--- config.mk ---
export PLATFORM = sky130hd
export DESIGN_NAME = wavetimer16
export DESIGN_NICKNAME = d
export VERILOG_FILES = /design/src/rtl/wavetimer16_pkg.sv /design/src/rtl/wt_counter.sv /design/src/rtl/wt_cmp_buf.sv /design/src/rtl/wt_flag.sv /design/src/rtl/wt_wave.sv /design/src/rtl/wavetimer16.sv
export SDC_FILE = /design/constraint.sdc
export NUM_CORES = 1
export LEC_CHECK = 0
export ABC_AREA = 1
export BUFFER_PORTS_ARGS = -buffer_cell sky130_fd_sc_hd__buf_2
export CAP_MARGIN = 25
export CORE_ASPECT_RATIO = 1.5
export CORE_UTILIZATION = 55
export CTS_BUF_LIST = sky130_fd_sc_hd__clkbuf_16
export CTS_CLUSTER_SIZE = 40
export DETAILED_ROUTE_END_ITERATION = 7
export GPL_TIMING_DRIVEN = 0
export MAX_ROUTING_LAYER = met4
export PLACE_DENSITY = 0.82
export SYNTH_ARGS = -nofsm -noshare
export SYNTH_HDL_FRONTEND = slang
export SYNTH_SLANG_ARGS = --single-unit
--- constraint.sdc ---
create_clock -name clk -period 6.5 [get_ports clk]
set_input_delay 0.325 -clock clk [delete_from_list [all_inputs] [get_ports clk]]
set_output_delay 0.325 -clock clk [all_outputs]
set_load 0.005 [all_outputs]
--- src/rtl/wavetimer16_pkg.sv ---
package wavetimer16_pkg;

   localparam int unsigned MODE_W    = 4;
   localparam logic [3:0]  MODE_RSVD = 4'd13;

   typedef enum logic [1:0] {TOP_FIXED, TOP_CMP, TOP_CAP}          top_src_e;
   typedef enum logic [1:0] {UPD_NOW, UPD_AT_TOP, UPD_AT_BOT}      upd_e;
   typedef enum logic [1:0] {OVF_AT_MAX, OVF_AT_TOP, OVF_AT_BOT}   ovf_e;

   // fixed_sel: 0 full range, 1 eight bits, 2 nine bits, 3 ten bits
   typedef struct packed {
      logic       dual;
      logic       halt;
      top_src_e   src;
      logic [1:0] fixed_sel;
      upd_e       upd;
      ovf_e       ovf;
   } mode_cfg_t;

   function automatic mode_cfg_t decode_mode(input logic [MODE_W-1:0] m);
      mode_cfg_t c;
      c = '{dual: 1'b0, halt: 1'b0, src: TOP_FIXED, fixed_sel: 2'd0,
            upd: UPD_NOW, ovf: OVF_AT_MAX};
      unique case (m)
         4'd0: ;
         4'd1, 4'd2, 4'd3: begin
            c.dual = 1'b1; c.fixed_sel = m[1:0];
            c.upd = UPD_AT_TOP; c.ovf = OVF_AT_BOT;
         end
         4'd4:  c.src = TOP_CMP;
         4'd5, 4'd6, 4'd7: begin
            c.fixed_sel = m[1:0]; c.upd = UPD_AT_TOP; c.ovf = OVF_AT_TOP;
         end
         4'd8:  begin c.dual = 1'b1; c.src = TOP_CAP; c.upd = UPD_AT_BOT; c.ovf = OVF_AT_BOT; end
         4'd9:  begin c.dual = 1'b1; c.src = TOP_CMP; c.upd = UPD_AT_BOT; c.ovf = OVF_AT_BOT; end
         4'd10: begin c.dual = 1'b1; c.src = TOP_CAP; c.upd = UPD_AT_TOP; c.ovf = OVF_AT_BOT; end
         4'd11: begin c.dual = 1'b1; c.src = TOP_CMP; c.upd = UPD_AT_TOP; c.ovf = OVF_AT_BOT; end
         4'd12: c.src = TOP_CAP;
         4'd13: c.halt = 1'b1;
         4'd14: begin c.src = TOP_CAP; c.upd = UPD_AT_TOP; c.ovf = OVF_AT_TOP; end
         default: begin c.src = TOP_CMP; c.upd = UPD_AT_TOP; c.ovf = OVF_AT_TOP; end
      endcase
      return c;
   endfunction

endpackage

--- src/rtl/wt_counter.sv ---
module wt_counter #(
   parameter int unsigned CNT_W = 16
) (
   input  logic             clk,
   input  logic             rst_n,
   input  logic             tick,
   input  logic             dual,
   input  logic [CNT_W-1:0] top_val,
   output logic [CNT_W-1:0] count,
   output logic             dir_up
);

   logic [CNT_W-1:0] nxt_cnt;
   logic             nxt_up;

   always_comb begin
      nxt_cnt = count;
      nxt_up  = dir_up;
      if (!dual) begin
         nxt_up  = 1'b1;
         nxt_cnt = (count == top_val) ? '0 : count + 1'b1;
      end else if (dir_up) begin
         if (count >= top_val) begin
            nxt_up  = 1'b0;
            nxt_cnt = (count == '0) ? '0 : count - 1'b1;
         end else begin
            nxt_cnt = count + 1'b1;
         end
      end else begin
         if (count == '0) begin
            nxt_up  = 1'b1;
            nxt_cnt = (top_val == '0) ? '0 : count + 1'b1;
         end else begin
            nxt_cnt = count - 1'b1;
         end
      end
   end

   always_ff @(posedge clk or negedge rst_n) begin
      if (!rst_n) begin
         count  <= '0;
         dir_up <= 1'b1;
      end else if (tick) begin
         count  <= nxt_cnt;
         dir_up <= nxt_up;
      end
   end

endmodule

--- src/rtl/wt_cmp_buf.sv ---
module wt_cmp_buf #(
   parameter int unsigned CNT_W = 16
) (
   input  logic                  clk,
   input  logic                  rst_n,
   input  logic                  tick,
   input  wavetimer16_pkg::upd_e upd,
   input  logic                  at_top,
   input  logic                  at_bot,
   input  logic [CNT_W-1:0]      cmp_in,
   output logic [CNT_W-1:0]      cmp_act
);
   import wavetimer16_pkg::*;

   logic load;

   always_comb begin
      unique case (upd)
         UPD_AT_TOP: load = tick & at_top;
         UPD_AT_BOT: load = tick & at_bot;
         default:    load = 1'b1;
      endcase
   end

   always_ff @(posedge clk or negedge rst_n) begin
      if (!rst_n)    cmp_act <= '0;
      else if (load) cmp_act <= cmp_in;
   end

endmodule

--- src/rtl/wt_flag.sv ---
module wt_flag (
   input  logic clk,
   input  logic rst_n,
   input  logic set_evt,
   input  logic clr,
   output logic flag
);

   always_ff @(posedge clk or negedge rst_n) begin
      if (!rst_n)       flag <= 1'b0;
      else if (set_evt) flag <= 1'b1;
      else if (clr)     flag <= 1'b0;
   end

endmodule

--- src/rtl/wt_wave.sv ---
module wt_wave (
   input  logic clk,
   input  logic rst_n,
   input  logic tick,
   input  logic dual,
   input  logic dir_up,
   input  logic hit,
   input  logic at_top,
   output logic wave_out
);

   always_ff @(posedge clk or negedge rst_n) begin
      if (!rst_n) begin
         wave_out <= 1'b0;
      end else if (tick) begin
         if (hit)                 wave_out <= dual ? dir_up : 1'b1;
         else if (!dual && at_top) wave_out <= 1'b0;
      end
   end

endmodule

--- src/rtl/wavetimer16.sv ---
module wavetimer16 #(
   parameter int unsigned CNT_W = 16
) (
   input  logic             clk,
   input  logic             rst_n,
   input  logic             cnt_en,
   input  logic [3:0]       mode,
   input  logic [CNT_W-1:0] cmp_in,
   input  logic [CNT_W-1:0] cap_in,
   input  logic             clr_match,
   input  logic             clr_ovf,
   output logic [CNT_W-1:0] count,
   output logic             match_flag,
   output logic             ovf_flag,
   output logic             wave_out
);
   import wavetimer16_pkg::*;

   localparam int unsigned     N_FLAGS  = 2;
   localparam logic [CNT_W-1:0] CNT_MAX = '1;
   localparam logic [CNT_W-1:0] TOP_8   = CNT_W'(255);
   localparam logic [CNT_W-1:0] TOP_9   = CNT_W'(511);
   localparam logic [CNT_W-1:0] TOP_10  = CNT_W'(1023);

   if (CNT_W < 10) begin : g_bad_width
      $error("wavetimer16: CNT_W must be at least 10 to hold the fixed TOP values");
   end

   mode_cfg_t        cfg;
   logic             tick, dir_up, at_top, at_bot, at_max, hit, ovf_evt;
   logic [CNT_W-1:0] cmp_act, top_val, fixed_top;

   assign cfg  = decode_mode(mode);
   assign tick = cnt_en & ~cfg.halt;

   always_comb begin
      unique case (cfg.fixed_sel)
         2'd1:    fixed_top = TOP_8;
         2'd2:    fixed_top = TOP_9;
         2'd3:    fixed_top = TOP_10;
         default: fixed_top = CNT_MAX;
      endcase
      unique case (cfg.src)
         TOP_CMP: top_val = cmp_act;
         TOP_CAP: top_val = cap_in;
         default: top_val = fixed_top;
      endcase
   end

   assign at_top = (count == top_val);
   assign at_bot = (count == '0);
   assign at_max = (count == CNT_MAX);
   assign hit    = tick & (count == cmp_act);

   always_comb begin
      unique case (cfg.ovf)
         OVF_AT_TOP: ovf_evt = tick & at_top;
         OVF_AT_BOT: ovf_evt = tick & at_bot & ~dir_up;
         default:    ovf_evt = tick & at_max;
      endcase
   end

   wt_counter #(.CNT_W(CNT_W)) u_cnt (
      .clk(clk), .rst_n(rst_n), .tick(tick), .dual(cfg.dual),
      .top_val(top_val), .count(count), .dir_up(dir_up)
   );

   wt_cmp_buf #(.CNT_W(CNT_W)) u_cmp (
      .clk(clk), .rst_n(rst_n), .tick(tick), .upd(cfg.upd),
      .at_top(at_top), .at_bot(at_bot), .cmp_in(cmp_in), .cmp_act(cmp_act)
   );

   wt_wave u_wave (
      .clk(clk), .rst_n(rst_n), .tick(tick), .dual(cfg.dual),
      .dir_up(dir_up), .hit(hit), .at_top(at_top), .wave_out(wave_out)
   );

   // flag 0: compare match, flag 1: overflow
   logic [N_FLAGS-1:0] flag_set, flag_clr, flag_q;
   assign flag_set = {ovf_evt, hit};
   assign flag_clr = {clr_ovf, clr_match};

   for (genvar gi = 0; gi < N_FLAGS; gi++) begin : g_flag
      wt_flag u_flag (
         .clk(clk), .rst_n(rst_n), .set_evt(flag_set[gi]),
         .clr(flag_clr[gi]), .flag(flag_q[gi])
      );
   end

   assign match_flag = flag_q[0];
   assign ovf_flag   = flag_q[1];

endmodule

* Yosys cells after proc, flatten, opt, wreduce, memory -nomap -nowiden
Cells that the tools add are included.
** Storage, ports and cells
- Register bits :: 36
- Latch bits :: 0
- Bits in writable memories :: 0
- Memory bits (read-only) :: 0
- Input port bits :: 41
- Output and inout port bits :: 19
- Memories :: 0
** Operators by class
- Add/sub/neg operators :: 2
- Multiply operators :: 0
- Div/mod/pow operators :: 0
- Order comparisons :: 1
- Equal/unequal tests :: 26
- Shift-type cells :: 0
- Muxes and demuxes :: 27
- Bitwise operators :: 8
- Reductions and logical operators :: 16
** Operators by type and width (count)
- two-way mux 16 bit :: 7
- one-hot mux 16 bit (3 select lines) :: 1
- == test 16 bit :: 2
- zero test 16 bit :: 2
- one-hot mux 16 bit (2 select lines) :: 1
- == test 4 bit, second input constant :: 7
- adder 16 x 1 -> 16 bit, second input constant :: 1
- == test 16 bit, second input constant :: 1
- == test 4 x 3 -> 1 bit, second input constant :: 4
- greater-or-equal comparator 16 bit :: 1
- subtractor 16 x 1 -> 16 bit, second input constant :: 1
- two-way mux 1 bit :: 13
- one-hot mux 4 bit (3 select lines) :: 1
- == test 2 bit, second input constant :: 5
- == test 2 x 1 -> 1 bit, second input constant :: 4
- == test 4 x 2 -> 1 bit, second input constant :: 2
- OR reduction 4 bit :: 2
- OR reduction 8 bit :: 1
- OR reduction 7 bit :: 1
- AND 1 bit :: 6
- nonzero test 2 bit :: 3
- OR reduction 6 bit :: 1
- OR reduction 5 bit :: 1
- == test 4 x 1 -> 1 bit, second input constant :: 1
- other kinds (9) :: 11

* Depth between registers and ports, before layout
Gate-level depths: netlist of run 1.
- Depth after elaboration :: 11
- Gate-level depth with buffers :: 23

* Cells and area by module
A second synthesis of run 1 with hierarchy kept.
** Unflattened totals
- Cell total of the unflattened synthesis :: 733
- Area total of the unflattened synthesis :: 4519.3 µm²
** Modules (own cells, without submodules)
- wt_counter :: times used 1, cells each 381, area an instance 2402.3 µm², seq. area each 426.7 µm²
- wavetimer16 :: times used 1, cells each 255, area an instance 1282.5 µm², seq. area each 0.0 µm²
- wt_cmp_buf :: times used 1, cells each 77, area an instance 691.9 µm², seq. area each 400.4 µm²
- wt_flag :: times used 2, cells each 5, area an instance 40.0 µm², seq. area each 25.0 µm²
- wt_wave :: times used 1, cells each 10, area an instance 62.6 µm², seq. area each 25.0 µm²

* Worst setup path after synthesis of run 1
OpenSTA, ideal clock, no wires.
- Kind :: input to register
- From :: in mode[1]
- To :: reg u_cnt.count[13]
- Library setup time :: 0.134 ns
- Arrival :: 2.632 ns
- Slack :: 3.734 ns
- Stages on the path :: 18
- Buffers on the path :: 1
- Path through :: buf_4 nor2_2 inv_1 nand3_1 ha_1 inv_1 a21oi_1 nand2_1 ha_1 a21oi_1 o21ai_0 a211oi_2 nand2_2 or2_2 nand3_1 nand3_1 nand2_1 o21ai_0
** Between the ends
- Cells in the longest elaborated chain, start to end :: 11
** RTL lines
- start: declaration :: line wavetimer16.sv:7 : input logic [3:0] mode,
- parallel branches: the longest is 11 deep, another holds greater-or-equal comparator 16 bit
- end signal: assignment :: line wt_counter.sv:44 : count <= nxt_cnt;
- end: declaration :: line wt_counter.sv:9 : output logic [CNT_W-1:0] count,
Several ways; the timed one is not identified.
A chain may end at the register's enable or synchronous reset.

* Final worst setup path of run 1
- From :: in mode[0]
- To :: reg u_cnt.count[9]
Same word-level chain as after synthesis.

==> flow_metrics.env, run 1 <==
export IMPL_yosysTopAreaCellShare=0.226
export IMPL_place_gp_congestion=1.00
export IMPL_seq_area_frac_synth=0.233
export IMPL_postLayoutCellArea_mm2=0.00440
export IMPL_core_area_mm2=0.00685
export IMPL_syn_area_mm2=0.00387
export IMPL_drtIter0Drc=261
export IMPL_slew_viol_final=0
export IMPL_clock_sinks=36
export IMPL_syn_nets=673
export IMPL_path_delay_family="simple AND/OR/NAND/NOR gates"
export IMPL_dp_hpwl_um=9410
export IMPL_wire_per_inst_um=15.8
export IMPL_fin_crit_sh=0.530
export IMPL_arrival_ps=3630
export IMPL_grt_max_degree=37
export IMPL_post_cts_resized=0
export IMPL_setup_viol=0
export IMPL_power_mw=1.63
export IMPL_drive_gt1_frac=0.179
export IMPL_cts_buffers=5
export IMPL_r2r_cells=17
export IMPL_hold_viol_final=0
export IMPL_clk_pin_slew_ps=70
export IMPL_die_h_um=105
export IMPL_fmax_mhz=290
export IMPL_status="finished with violations"
export IMPL_diodes=0
export IMPL_endpoint="u_cnt.count[9]"
export IMPL_period_needed_ps=3450
export IMPL_clkPwrFrac=0.150
export IMPL_die_x_um=70.5
export IMPL_intPower_mw=0.796
export IMPL_die_area_mm2=0.00738
export IMPL_place_inst=746
export IMPL_worstMarginPinSlew_ps=860
export IMPL_cp_required_ps=6690
export IMPL_synth_edff_count=0
export IMPL_ctsHoldBuffers=0
export IMPL_violations="design-rule violations"
export IMPL_rows=37
export IMPL_ys_flop_type="dfrtp_1"
export IMPL_ant_nets=0
export IMPL_cts_setup_buffers=0
export IMPL_startpoint="mode[0]"
export IMPL_worstReg2RegStart="u_cmp.cmp_act[7]"
export IMPL_slew_headroom=0.427
export IMPL_crit_chain="buf_2 > nor2_2 > inv_1 > nand3_1 > ha_1 > inv_1 > a21oi_1 > nand2_1 > ha_1 > nand2_1 > nor2_1 > nand3_1 > nor2_1 > a211oi_2 > nand2_2 > inv_2 > nand2_1 > nand2_2 > nand2_1 > nand3_1 > o21ai_1 > inv_1"
export IMPL_cts_tree="yes"
export IMPL_wirelength_um=11900
export IMPL_p_comb_frac=0.601
export IMPL_async_flop_share=1.00
export IMPL_grt_pass1_wl_um=19400
export IMPL_initial_core_util=0.564
export IMPL_hp_class="in -> async"
export IMPL_power_switching_mw=0.831
export IMPL_drc_errors=4
export IMPL_critPathLaunchType="input pin"
export IMPL_cts_max_level=2
export IMPL_first_global_vias=4123
export IMPL_synth_avg_cell_area_um2=6.34
export IMPL_rr_endpoint="u_cnt.count[9]"
export IMPL_netSwitchingFraction=0.511
export IMPL_ios=60
export IMPL_fin_tns_setup_ps=0
export IMPL_postPlaceCellArea_mm2=0.00426
export IMPL_crit_slowest_cell="nor2_1"
export IMPL_p_per_area_mw_per_mm2=370
export IMPL_slowest_delay_ps=400
export IMPL_final_cell_mix="nand2_1 (142), inv_1 (85), nor2_1 (75)"
export IMPL_clock_latency_ps=300
export IMPL_fillCellCount=647
export IMPL_syn2layout_area_growth_pct=13.7
export IMPL_path_depth=22
export IMPL_nNetsFinal=738
export IMPL_finClkSkew_ps=10.1
export IMPL_max_cap_violations=0
export IMPL_worst_r2r_setup_slack_ps=3440
export IMPL_worst_setup_path_type="in -> reg"
export IMPL_cp_common_cell="nand2_1"
export IMPL_numPortBuffers=58
export IMPL_synth_top_cell_by_area="dfrtp_1"
export IMPL_via_per_inst=5.67
export IMPL_seqPwrFrac=0.249
export IMPL_synth_area_top_cells="dfrtp_1 (23%), nand2_1 (14%), inv_1 (8.2%)"
export IMPL_p_leak_nw=2.29
export IMPL_cp_max_fo=8
export IMPL_synthesis_instances=610
export IMPL_layoutNonFillerInstCount=754
export IMPL_grtUsageTotal=0.348
export IMPL_layout_commonest_cell="nand2_1"
export IMPL_rsz0062_at_grt="no"
export IMPL_overflow=0
export IMPL_drt_first_pass_iters=7
export IMPL_clock_path_buffers=2
export IMPL_num_vias=4278
export IMPL_ys_warn_count=0
export IMPL_ys_ff_latch=36
export IMPL_grt_antenna_before_repair=0
export IMPL_root_buffer="clkbuf_16"
export IMPL_cp_end_kind="flop"
export IMPL_ir_drop_mv=0.176
export IMPL_ys_types=41
export IMPL_cp_num_buf_inv=5
-- stage by stage --
step	hold slack, ps	worst slack (ps)	utilization
after floorplan	29.4	3730	-
after global placement	484	2810	0.621
after detailed placement	481	2820	0.621
after CTS	170	3090	0.642
after global routing	219	2860	0.642
final	126	3050	0.642
-- cell families after synthesis --
group	after synthesis	synth area share
mux	1	0.00291
fa+ha+maj	22	0.0712
compound gates	81	0.123
xor+xnor	25	0.0566
buf+inv	114	0.124
flops	36	0.233
simple gates	331	0.389
-- synth_stat cells (all sizes together) (2+ instances only) --
| master | number |
|---|---|
| clkbuf | 4 |
| o21ai | 42 |
| nor3 | 16 |
| nand3 | 52 |
| nor2 | 85 |
| a31oi | 2 |
| buf | 18 |
| inv | 92 |
| nor4 | 4 |
| nand4 | 15 |
| o211ai | 11 |
| ha | 22 |
| xor2 | 22 |
| xnor2 | 3 |
| or2 | 6 |
| a21oi | 21 |
| nand2 | 151 |
| dfrtp | 35 |
-- how the worst min path moves through the flow --
stage / to / slack, ps
floorplan: g_flag[0].u_flag.flag / 30
global placement: u_cnt.count[11] / 480
detailed placement: u_cnt.count[11] / 480
CTS: u_cnt.count[11] / 170
global route: u_cnt.count[11] / 220
finish: u_cnt.count[10] / 130
-- cell type report --
cell class                      count  area (um2)  area share
Timing Repair Buffer               58         290      0.0660
Clock buffer                        5         125      0.0285
Inverter                           92         345      0.0786
Tap cell                           78        97.6      0.0222
Clock inverter                      3        15.0     0.00342
Sequential cell                    36         902       0.205
Multi-Input combinational cell    460        2480       0.565
Buffer                             22         135      0.0307
-- worst reg2reg max path, cell delays in order, from the launching register on --
cell      delay, ps
dfrtp_1         350
inv_1            70
o211ai_1        240
inv_1            90
ha_1            310
nand2_1          90
nor2_1          190
nand2_1          80
nor2_1          380
a211oi_2        160
nand2_2         200
inv_2            70
nand2_1         160
nand2_2         170
nand2_1         100
nand3_1          70
o21ai_1         180
inv_1            60
-- flip-flops by register name, summed over array words and instances, names as in the netlist --
name,cells
u_wave.wave_out,1
u_cmp.cmp_act,16
g_flag.u_flag.flag,2
u_cnt.count,16
u_cnt.dir_up,1
-- routing by layer --
layer	routed length, um	global-route usage	vias to the layer above
met5	0	-	-
met4	370	0.162	0
met3	552	0.0357	30
met2	6270	0.613	164
met1	4710	0.390	1989
li1	-	-	2095
-- power by group through the flow --
stage | Combinational, mW | Sequential, mW | Clock, mW
finish | 0.978 | 0.405 | 0.244
global route | 1.10 | 0.414 | 0.251
CTS | 0.969 | 0.402 | 0.244
detailed placement | 0.957 | 0.405 | 0
global placement | 0.935 | 0.404 | 0
floorplan | 0.707 | 0.378 | 0
(Power assumes the default switching activity.)
==> inputs of run 2 (changes only) <==
CORE_UTILIZATION = 53   (was 55)
clock period = 3.15 ns   (was 6.5 ns; I/O delays follow)
==> run 2 against run 1 <==
Compared with the run above:
- the run ends with negative hold slack left
- via count barely moved
- clock power rose by 140%
- non-clock buffer count did not move
==> flow_metrics.env, run 2 (same netlist as run 1, synthesis figures left out) <==
export IMPL_period_needed_ps=2960
export IMPL_die_x_um=71.7
export IMPL_rr_endpoint="u_cnt.count[6]"
export IMPL_dp_hpwl_um=9310
export IMPL_clk_pin_slew_ps=60
export IMPL_power_mw=3.49
export IMPL_slew_headroom=0.416
export IMPL_busiest_layer="met2"
export IMPL_netSwitchingFraction=0.501
export IMPL_drt_first_pass_iters=6
export IMPL_status="finished with violations"
export IMPL_first_global_vias=4176
export IMPL_rsz0062_at_grt="no"
export IMPL_cp_required_ps=3380
export IMPL_hold_viol_final=18
export IMPL_grt_util_met2=0.564
export IMPL_postPlaceCellArea_mm2=0.00426
export IMPL_cts_max_level=2
export IMPL_max_cap_violations=0
export IMPL_ant_nets=0
export IMPL_worst_r2r_setup_slack_ps=360
export IMPL_place_gp_congestion=0.959
export IMPL_violations="negative hold slack"
export IMPL_p_per_area_mw_per_mm2=785
export IMPL_drc_errors=0
export IMPL_die_area_mm2=0.00765
export IMPL_initial_core_util=0.557
export IMPL_cp_end_kind="flop"
export IMPL_via_per_inst=5.68
export IMPL_grt_antenna_before_repair=0
export IMPL_fin_tns_setup_ps=0
export IMPL_ir_drop_mv=0.397
export IMPL_power_switching_mw=1.75
export IMPL_wire_per_inst_um=15.7
export IMPL_cts_buffers=5
export IMPL_clock_sinks=36
export IMPL_layout_commonest_cell="nand2_1"
export IMPL_intPower_mw=1.74
export IMPL_diodes=0
export IMPL_setup_slack_ps=185
export IMPL_cts_tree="yes"
export IMPL_drtIter0Drc=346
export IMPL_core_area_mm2=0.00694
export IMPL_fmax_mhz=337
export IMPL_clkPwrFrac=0.167
export IMPL_final_cell_mix="nand2_1 (142), inv_1 (85), nor2_1 (73)"
export IMPL_cp_max_fo=8
export IMPL_whs_ps=-11.2
export IMPL_cts_setup_buffers=0
export IMPL_setup_viol=0
export IMPL_worstReg2RegStart="u_cmp.cmp_act[7]"
export IMPL_root_buffer="clkbuf_16"
export IMPL_wirelength_um=11900
export IMPL_numPortBuffers=58
export IMPL_rows=37
export IMPL_reg_top3="u_cmp.cmp_act x16, u_cnt.count x16, g_flag.u_flag.flag x2"
export IMPL_worstMarginPinSlew_ps=876
export IMPL_p_comb_frac=0.593
export IMPL_grt_util_met3=0.0461
export IMPL_r2r_cells=15
export IMPL_grt_pass1_wl_um=19500
export IMPL_slew_viol_final=0
export IMPL_arrival_ps=3190
export IMPL_syn2layout_area_growth_pct=15.0
export IMPL_drive_gt1_frac=0.185
export IMPL_nNetsFinal=738
export IMPL_worst_setup_path_type="in -> reg"
export IMPL_pre_cts_ws_ps=-276
export IMPL_clock_latency_ps=290
export IMPL_grtUsageTotal=0.338
export IMPL_critPathLaunchType="input pin"
export IMPL_finClkSkew_ps=10.2
export IMPL_seqPwrFrac=0.240
export IMPL_hp_class="in -> async"
export IMPL_grt_max_degree=37
export IMPL_fillCellCount=669
export IMPL_clock_path_buffers=2
export IMPL_p_leak_nw=2.31
export IMPL_postLayoutCellArea_mm2=0.00445
export IMPL_die_h_um=107
export IMPL_num_vias=4280
export IMPL_met1_usage=0.379
export IMPL_overflow=0
export IMPL_ios=60
export IMPL_fin_crit_sh=0.941
export IMPL_post_route_util=0.640
## run 2: cell types whose count changed in the layout (fill, tap and decap cells not counted), sizes merged
cell and delta:
clkinvlp -1, bufinv +1
## run 2: power by group through the flow
stage,clock [mW],sequential [mW],combinational (mW)
3_3_place_gp,0,0.834,1.93
3_5_place_dp,0,0.839,1.98
2_1_floorplan,0,0.780,1.46
4_1_cts,0.583,0.833,2.01
5_1_grt,0.598,0.857,2.33
6_report,0.584,0.837,2.07
## run 2: final cells by class
cell class / count / area (um2) / area share
sequential: 36 / 902 / 0.203
buffer: 22 / 135 / 0.0304
multi-input combinational: 460 / 2510 / 0.565
clock inverter: 3 / 38.8 / 0.00872
inverter: 92 / 345 / 0.0777
timing repair buffer: 58 / 290 / 0.0653
clock buffer: 5 / 125 / 0.0281
tap: 78 / 97.6 / 0.0219
## run 2: worst max-delay path, stage by stage
cell      delay [ps]
buf_2            180
inv_1            110
nor2_1           170
inv_1             60
ha_1             220
nand2_2          120
nand2_1           60
nor2_1           180
ha_1             300
nand2_1           90
nor2_1            60
nand2_1           50
nand3_1          110
a211oi_4         400
nand2_4          140
inv_2             90
nand2_1          120
nand2_2          200
nand2_1           70
nand4_1          100
o21ai_0          100
inv_1             90
## run 2: per-layer routing
| layer | vias to the layer above | wire length (um) |
|---|---|---|
| li1 | 2088 | - |
| met1 | 1965 | 4680 |
| met2 | 171 | 5900 |
| met3 | 56 | 604 |
| met4 | 0 | 690 |
| met5 | - | 0 |
## run 2: worst max-delay path by stage
| stage | start | end | slack, ps | cells past startpoint |
|---|---|---|---|---|
| floorplan | mode[1] | u_cnt.count[13] | 550 | 18 |
| global placement | mode[0] | u_cnt.count[8] | -270 | 22 |
| detailed placement | mode[0] | u_cnt.count[6] | -280 | 22 |
| CTS | mode[0] | u_cnt.count[6] | 50 | 22 |
| global route | mode[0] | u_cnt.count[6] | 0.2 | 22 |
| finish | mode[0] | u_cnt.count[6] | 190 | 22 |
## run 2: repair_timing
item,4_1_cts,5_1_grt
hold buffers,0,0
endpoints found under the setup margin,1,13
gates resized for setup,1,5
## run 2: per-stage QoR
stage               cells  hold slack (ps)
CTS                   754             21.4
global route          754             55.3
finish                754            -11.2
global placement      746              309
floorplan             610             -138
detailed placement    746              323
==> inputs of run 3 (changes only) <==
CORE_UTILIZATION = 54   (was 53)
SYNTH_HIERARCHICAL = 1   (was not set)
==> run 3 against run 2 <==
Compared with the run above:
- the run still ends with negative hold slack left
- maximum frequency increased by 11%
- sequential share of layout area shrank 2.6 points
- clock power decreased by 15%
- clock skew decreased by 3.7 ps
- final area up 14%
- critical endpoint is now u_cnt/count[4]
==> flow_metrics.env, run 3 <==
export IMPL_synth_top_cell_by_area="dfrtp_1"
export IMPL_ir_drop_mv=0.439
export IMPL_muxShareOfSynthArea=0
export IMPL_drt_first_pass_iters=6
export IMPL_fin_crit_sh=0.848
export IMPL_drive_gt1_frac=0.188
export IMPL_synth_edff_count=0
export IMPL_core_area_mm2=0.00806
export IMPL_yosysMostFrequentCell="nand2_1"
export IMPL_synth_avg_cell_area_um2=6.17
export IMPL_clock_latency_ps=290
export IMPL_ant_nets=0
export IMPL_clk_pin_slew_ps=60
export IMPL_ios=60
export IMPL_die_x_um=76.7
export IMPL_p_leak_nw=2.85
export IMPL_ys_warn_count=6
export IMPL_worstMarginPinSlew_ps=837
export IMPL_cp_end_kind="flop"
export IMPL_nNetsFinal=862
export IMPL_layout_commonest_cell="nand2_1"
export IMPL_slew_viol_final=0
export IMPL_clock_path_buffers=2
export IMPL_yosysTopAreaCellShare=0.194
export IMPL_first_global_vias=4886
export IMPL_fmax_mhz=374
export IMPL_p_per_area_mw_per_mm2=706
export IMPL_setup_viol=0
export IMPL_drtIter0Drc=370
export IMPL_ys_flop_type="dfrtp_1"
export IMPL_root_buffer="clkbuf_16"
export IMPL_synth_compound_area_share=0.0839
export IMPL_dp_hpwl_um=11300
export IMPL_drc_errors=0
export IMPL_initial_core_util=0.561
export IMPL_hp_class="in -> async"
export IMPL_synth_xor_area_frac=0.0388
export IMPL_fin_tns_setup_ps=0
export IMPL_synth_top_family_by_area="simple AND/OR/NAND/NOR gates"
export IMPL_wirelength_um=14200
export IMPL_synthAdderAreaFrac=0.0609
export IMPL_cts_buffers=5
export IMPL_seq_area_frac_synth=0.200
export IMPL_reg_top3="u_cmp/cmp_act x16, u_cnt/count x16, g_flag.u_flag/flag x2"
export IMPL_worst_setup_path_type="reg -> reg"
export IMPL_multi_input_area_mm2=0.00296
export IMPL_post_cts_resized=0
export IMPL_wire_per_inst_um=15.7
export IMPL_rsz0062_at_grt="no"
export IMPL_max_cap_violations=0
export IMPL_grt_max_degree=37
export IMPL_whs_ps=-26.0
export IMPL_place_gp_congestion=1.02
export IMPL_diodes=0
export IMPL_cts_max_level=2
export IMPL_arrival_ps=2890
export IMPL_post_route_util=0.632
export IMPL_fillCellCount=803
export IMPL_final_cell_mix="nand2_1 (215), inv_1 (116), buf_2 (62)"
export IMPL_grt_pass1_wl_um=23200
export IMPL_violations="negative hold slack"
export IMPL_ctsHoldBuffers=0
export IMPL_critPathLaunchType="flop"
export IMPL_synthSimpleGateAreaFrac=0.472
export IMPL_numPortBuffers=59
export IMPL_cts_setup_buffers=0
export IMPL_die_area_mm2=0.00875
export IMPL_cp_max_fo=10
export IMPL_die_h_um=114
export IMPL_clock_sinks=36
export IMPL_hold_viol_final=35
export IMPL_grt_antenna_before_repair=0
export IMPL_num_vias=4978
export IMPL_via_per_inst=5.50
export IMPL_cp_required_ps=3370
export IMPL_rows=40
export IMPL_ys_ff_latch=36
export IMPL_overflow=0
export IMPL_syn_nets=796
export IMPL_finClkSkew_ps=6.56
export IMPL_synthTopCellsByCount="nand2_1 (215), inv_1 (116), nor2_1 (61)"
export IMPL_slew_headroom=0.442
export IMPL_period_needed_ps=2670
export IMPL_synthesis_instances=733
export IMPL_async_flop_share=1.00
export IMPL_syn_area_mm2=0.00452
export IMPL_syn2layout_area_growth_pct=12.6
export IMPL_synth_area_top_cells="dfrtp_1 (19%), nand2_1 (18%), inv_1 (9.6%)"
export IMPL_status="finished with violations"
export IMPL_cts_tree="yes"
export IMPL_ys_types=45
export IMPL_seq_area_um2=902
export IMPL_grtUsageTotal=0.350
run 3: changes by cell type after synthesis, sizes merged, moves of 11 or more:
cell	delta
o21ai	-31
a21oi	+13
nand4	+23
nor3	-11
nand3	+18
inv	+40
nor2	-11
nand2	+80
run 3: cell families (layout without fill, tap and decap cells):
| group | Yosys count | count (layout) |
|---|---|---|
| DFF | 36 | 36 |
| AOI/OAI and AO/OA | 61 | 61 |
| buffers and inverters | 152 | 219 |
| xor gates and xnor gates | 20 | 20 |
| adders and majority gates | 22 | 22 |
| and+or+nand+nor | 442 | 442 |
run 3: area by class of cell:
type | instances | share of cell area
Buffer | 19 | 0.0307
Clock buffer | 5 | 0.0246
Clock inverter | 3 | 0.00344
Inverter | 133 | 0.0981
Multi-Input combinational cell | 545 | 0.582
Sequential cell | 36 | 0.177
Tap cell | 105 | 0.0258
Timing Repair Buffer | 59 | 0.0580
run 3: final timing paths:
| check | to | from | slack (ps) | cells past startpoint |
|---|---|---|---|---|
| min in group clk | u_cmp/cmp_act[8] | cmp_in[8] | 70 | 3 |
| worst max-delay path | u_cnt/count[4] | u_cmp/cmp_act[15] | 480 | 16 |
| worst max register to register | u_cnt/count[4] | u_cmp/cmp_act[15] | 480 | 16 |
| worst min-delay path | g_flag[1].u_flag/flag | rst_n | -30 | 1 |
| worst min register to register | g_flag[0].u_flag/flag | g_flag[0].u_flag/flag | 470 | 2 |
| max in group asynchronous | u_cnt/count[13] | rst_n | 2650 | 1 |
run 3: report_power, final:
part | switching [mW] | total (mW) | internal (mW)
sequential | 0.373 | 0.964 | 0.591
combinational | 1.34 | 2.13 | 0.797
clock | 0.204 | 0.495 | 0.292
run 3: stage by stage:
step           power [mW]  setup WS, ps  area (um2)  hold slack [ps]  instances
6_report             3.59           479        5090            -26.0        905
5_1_grt              3.89           281        5090             37.7        905
4_1_cts              3.56           508        5090            0.206        905
3_5_place_dp         3.05           232        4950              300        897
3_3_place_gp         3.00           285        4950              281        897
2_1_floorplan        2.41           851        4520             -138        733
run 3: worst max-delay path, cell delays in order (launching register included):
cell	delay, ps
dfrtp_1	400
inv_1	110
nand4_1	120
nand3_1	100
inv_1	70
inv_1	70
ha_1	300
nand2_1	70
nor2_1	140
a21boi_0	280
nor2_1	150
nand3_4	140
buf_2	260
nand3_1	110
nand2_1	90
nand2_1	60
a21oi_2	120
run 3: layer usage:
metal / global-route usage / routed length [um] / vias to the layer above
met4: 0.224 / 907 / 0
met2: 0.646 / 7560 / 175
met1: 0.344 / 5150 / 2282
li1: - / - / 2462
met5: - / 0 / -
met3: 0.0392 / 549 / 59
